### src/rtl/onehot_rf_pkg.sv
package onehot_rf_pkg;
    localparam int unsigned DEF_ENTRIES = 32;
    localparam int unsigned DEF_DATA_W  = 4;
endpackage

### src/rtl/orf_store.sv
module orf_store #(
    parameter int unsigned NUM_ENTRIES = onehot_rf_pkg::DEF_ENTRIES,
    parameter int unsigned DATA_W      = onehot_rf_pkg::DEF_DATA_W
) (
    input  logic                                clk,
    input  logic                                wr_en,
    input  logic [NUM_ENTRIES-1:0]              wr_sel,
    input  logic [DATA_W-1:0]                   wr_data,
    output logic [NUM_ENTRIES-1:0][DATA_W-1:0]  cells
);
    for (genvar g = 0; g < NUM_ENTRIES; g++) begin : g_cell
        // each select line is the load enable of one entry
        always_ff @(posedge clk) begin
            if (wr_en && wr_sel[g]) begin
                cells[g] <= wr_data;
            end
        end

        // selected entry holds the written word afterwards
        a_r1_load: assert property (@(posedge clk)
            (wr_en && wr_sel[g]) |=> (cells[g] == $past(wr_data)));

        // without a selecting write the entry is untouched
        a_r9_hold: assert property (@(posedge clk)
            !(wr_en && wr_sel[g]) |=> $stable(cells[g]));
    end
endmodule

### src/rtl/orf_andor.sv
module orf_andor #(
    parameter int unsigned NUM_ENTRIES = onehot_rf_pkg::DEF_ENTRIES,
    parameter int unsigned DATA_W      = onehot_rf_pkg::DEF_DATA_W
) (
    input  logic [NUM_ENTRIES-1:0][DATA_W-1:0]  cells,
    input  logic [NUM_ENTRIES-1:0]              sel,
    output logic [DATA_W-1:0]                   merged,
    output logic                                not_onehot
);
    logic [NUM_ENTRIES:0][DATA_W-1:0] acc;
    logic [NUM_ENTRIES:0]             seen;
    logic [NUM_ENTRIES:0]             multi;

    assign acc[0]   = '0;
    assign seen[0]  = 1'b0;
    assign multi[0] = 1'b0;

    for (genvar g = 0; g < NUM_ENTRIES; g++) begin : g_lane
        // mask each word with its replicated select bit, then OR
        assign acc[g+1]   = acc[g] | (cells[g] & {DATA_W{sel[g]}});
        assign seen[g+1]  = seen[g] | sel[g];
        assign multi[g+1] = multi[g] | (seen[g] & sel[g]);
    end

    assign merged     = acc[NUM_ENTRIES];
    assign not_onehot = !seen[NUM_ENTRIES] || multi[NUM_ENTRIES];

    // flag agrees with a population count of the select
    always_comb begin
        a_r10_flag: assert (($countones(sel) == 1) != not_onehot);
    end
endmodule

### src/rtl/onehot_regfile.sv
module onehot_regfile #(
    parameter int unsigned NUM_ENTRIES = onehot_rf_pkg::DEF_ENTRIES,
    parameter int unsigned DATA_W      = onehot_rf_pkg::DEF_DATA_W
) (
    input  logic                   clk,
    input  logic                   mem_off,
    input  logic                   wr_en,
    input  logic [NUM_ENTRIES-1:0] wr_sel,
    input  logic [DATA_W-1:0]      wr_data,
    input  logic                   rd_en,
    input  logic [NUM_ENTRIES-1:0] rd_sel,
    output logic [DATA_W-1:0]      rd_data,
    output logic                   sel_bad
);
    localparam logic [DATA_W-1:0] IDLE_WORD = '1;

    logic [NUM_ENTRIES-1:0][DATA_W-1:0] cells;
    logic [DATA_W-1:0]                  merged;

    orf_store #(.NUM_ENTRIES(NUM_ENTRIES), .DATA_W(DATA_W)) u_store (
        .clk     (clk),
        .wr_en   (wr_en),
        .wr_sel  (wr_sel),
        .wr_data (wr_data),
        .cells   (cells)
    );

    orf_andor #(.NUM_ENTRIES(NUM_ENTRIES), .DATA_W(DATA_W)) u_andor (
        .cells      (cells),
        .sel        (rd_sel),
        .merged     (merged),
        .not_onehot (sel_bad)
    );

    // output register: asynchronous force to the idle word
    always_ff @(posedge clk or posedge mem_off) begin
        if (mem_off) begin
            rd_data <= IDLE_WORD;
        end else if (rd_en) begin
            rd_data <= merged;
        end else begin
            rd_data <= IDLE_WORD;
        end
    end

    // a cycle without read enable leaves the idle word
    a_r6_idle_ones: assert property (@(posedge clk) disable iff (mem_off)
        !rd_en |=> (rd_data == IDLE_WORD));

    // disable held across an edge means the output is already idle
    a_r7_forced: assert property (@(posedge clk)
        mem_off |-> (rd_data == IDLE_WORD));

    // empty select on a read gives zeros
    a_r4_empty_zero: assert property (@(posedge clk) disable iff (mem_off)
        (rd_en && (rd_sel == '0)) |=> (rd_data == '0));
endmodule

### config.mk
export PLATFORM = sky130hd
export DESIGN_NAME = onehot_regfile
export DESIGN_NICKNAME = d
export VERILOG_FILES = /design/src/rtl/onehot_rf_pkg.sv /design/src/rtl/orf_store.sv /design/src/rtl/orf_andor.sv /design/src/rtl/onehot_regfile.sv
export SDC_FILE = /design/constraint.sdc
export NUM_CORES = 1
export LEC_CHECK = 0
export BUFFER_PORTS_ARGS = -buffer_cell sky130_fd_sc_hd__buf_2
export CAP_MARGIN = 10
export CORE_UTILIZATION = 40
export DETAILED_ROUTE_END_ITERATION = 10
export PLACE_DENSITY_LB_ADDON = 0.05
export SLEW_MARGIN = 5
export SYNTH_ARGS = -nofsm -noshare
export SYNTH_HDL_FRONTEND = slang
export SYNTH_SLANG_ARGS = --single-unit
### constraint.sdc
create_clock -name clk -period 1.7 [get_ports clk]
set_clock_uncertainty 0.15 [all_clocks]
set_input_delay 0.085 -clock clk [delete_from_list [all_inputs] [get_ports clk]]
set_output_delay 0.085 -clock clk [all_outputs]
set_load 0.03 [all_outputs]
==> reports/metrics.cfg <==
[outcome]
outcome=finished with violations
failed_checks=hold timing, setup timing

[global_route]
grt_use_total=0.2493
met3_usage=0.06591
globalRouteMet1Util=0.3419
grt_pass1_wl_mm=23.00
grt_start_max_net_pins=33
grt_pass1_vias=3654
antenna_found_initial=0
top_usage_layer=met2
use_met2=0.3859
grt_overflow=0

[synth]
yosysUniqueCellTypes=38
yosysWarnings=0
syn_area_mm2=0.005304
synth_nets=397
seq_area_frac_synth=0.7445
synth_flop_cell=edfxtp_1
synth_edf_count=128
ys_ff_latch=132
synth_cells=325
synth-async-reset-ratio=0.03030
syn-mean-instance-area_um2=16.32

[route]
wirelength_mm=15.77
routedWlPerCell_um=23.65
drt-pass1-iter-count=5
dr_total_vias=3687
drc=0
ant_nets=0
first_iter_violations=302
vias_per_cell=5.528

[cts]
cts.sinks=132
clockBufferDepth=2
clk_latency_ns=0.41
cts_root_buf=clkbuf_16
h-tree-depth=4
path_clk_slew_ns=0.06
cts_tree=done
cts_buffers=17

[sta]
finalCritPeriodShare=1.249
report.final.setup_viol=1
min_period_ns=2.124
worstMarginPinSlew_ns=0.6593
maxSlewHeadroom=0.5605
slew_viol_final=0
rsz0062_at_grt=true
hold_ws_ns=-0.01171
setup_slack_ns=-0.4236
finalHoldViolCount=1
fmax_mhz=470.9

[cells_and_area]
drive_gt1_frac=0.3596
fin_nets=554
stdcell_count=667
fin_area_mm2=0.007239
final_cell_mix=128 x edfxtp_1, 72 x buf_2, 43 x buf_4
syn2layout_area_growth_pct=36.49
layout_commonest_cell=edfxtp_1
antennaDiodeCount=0

[placed_design]
dp_cells=601
gp_congestion=0.8313
io_buffers=76
place_hpwl_mm=11.56
placed_cell_area_mm2=0.006162
pre_cts_ws_ns=-0.4633

[power]
power_mw=8.501
p_leak_nw=2.588
powerDensity_mw_per_mm2=1174
ir_drop_v=0.001038

[floorplan]
rows=41
die_w_um=117.2
dieHeight_um=117.2
initial_core_util=0.4152
io_pins=77
coreArea_mm2=0.01277
dieArea_mm2=0.01372

[worst_setup_path]
critPathCaptureType=output port
crit_fanout=5
startpoint_type=primary input
critPathArrivalTime_ns=1.89
required_ns=1.46
worstSetupPathType=primary input to output port

[hold_path]
holdCritPathClass=primary input to flop

[run]
max-cap-violations=0

[critical path: stages]
cell and delay, ns:
buf_8 0.10, nor4_4 0.31, buf_4 0.18, nand4_4 0.16
or3_1 0.40, a211oi_2 0.14, or3_1 0.14, nand4_1 0.17
buf_6 0.20
[synthesized netlist by cell type, types with 2 or more instances]
master / n / area (µm²)
a21oi_1: 5 / 25.02
nand3_1: 11 / 55.05
nor4_1: 3 / 18.77
a211oi_1: 2 / 15.01
a222oi_1: 4 / 40.04
o21ai_0: 2 / 10.01
buf_2: 3 / 15.01
nand2_1: 8 / 30.03
buf_6: 5 / 56.30
a22oi_1: 24 / 180.2
nor2_1: 7 / 26.28
a2111oi_0: 4 / 35.03
and2_1: 32 / 200.2
or2_2: 2 / 12.51
clkbuf_1: 5 / 18.77
or3_1: 4 / 25.02
dfstp_2: 4 / 105.1
a22o_1: 15 / 131.4
edfxtp_1: 128 / 3844
nor3_1: 13 / 65.06
a221oi_1: 16 / 140.1
nand4_1: 9 / 56.30
nor4_2: 4 / 50.05
[cell families after synthesis]
group / synth area share
compound gates: 0.1189
xor+xnor: 0.001652
fa+ha+maj: 0.001887
buf+inv: 0.01769
flops: 0.7445
simple gates: 0.1154
[final timing paths]
kind / depth (start not counted) / to / slack, ns / startpoint
max in group asynchronous: 3 / rd_data[0] / 1.25 / mem_off
worst min register to register: 2 / rd_data[3] / 0.36 / u_store.cells[83]
worst max-delay path: 9 / sel_bad / -0.42 / rd_sel[1]
worst min-delay path: 4 / rd_data[3] / -0.01 / rd_sel[0]
min in group asynchronous: 3 / rd_data[2] / 0.12 / mem_off
worst max register to register: 5 / rd_data[3] / 0.08 / u_store.cells[7]
[power by group]
group / total (mW) / internal, mW / switching [mW]
sequential: 3.89 / 3.81 / 0.0729
clock: 3.91 / 2.58 / 1.33
combinational: 0.704 / 0.301 / 0.403
[stage by stage]
stage / util / setup TNS [ns]
2_1_floorplan: - / -0.1413
3_3_place_gp: 0.4824 / -0.4445
3_5_place_dp: 0.4824 / -0.5135
4_1_cts: 0.5622 / -0.3805
5_1_grt: 0.5668 / -0.4896
6_report: 0.5668 / -0.4236
[sequential cells by signal, indices dropped and copies added (netlist names)]
register and count:
u_store.cells 128, rd_data 4
[layer usage]
| layer | wire, µm | vias up |
|---|---|---|
| li1 | - | 1682 |
| met1 | 7046 | 1834 |
| met2 | 7403 | 153 |
| met3 | 1017 | 18 |
| met4 | 307 | 0 |
| met5 | 0 | - |
[repair_timing]
action / in CTS / in global routing
pin swaps: 7 / 6
endpoints found under the setup margin: 3 / 5
endpoints found under the hold margin: 119 / 0
cloned: 1 / 0
buffers inserted: 3 / 0
hold buffers: 30 / 0
gates resized for setup: 12 / 11
[area by class of cell]
type | instances | area [µm²]
fill | 1039 | 5534
sequential | 132 | 3949
multi-input combinational | 180 | 1373
timing repair buffer | 150 | 1061
clock buffer | 17 | 425.4
tap | 172 | 215.2
clock inverter | 15 | 212.7
inverter | 1 | 3.754
No activity file was read; power rests on OpenSTA's default activity.
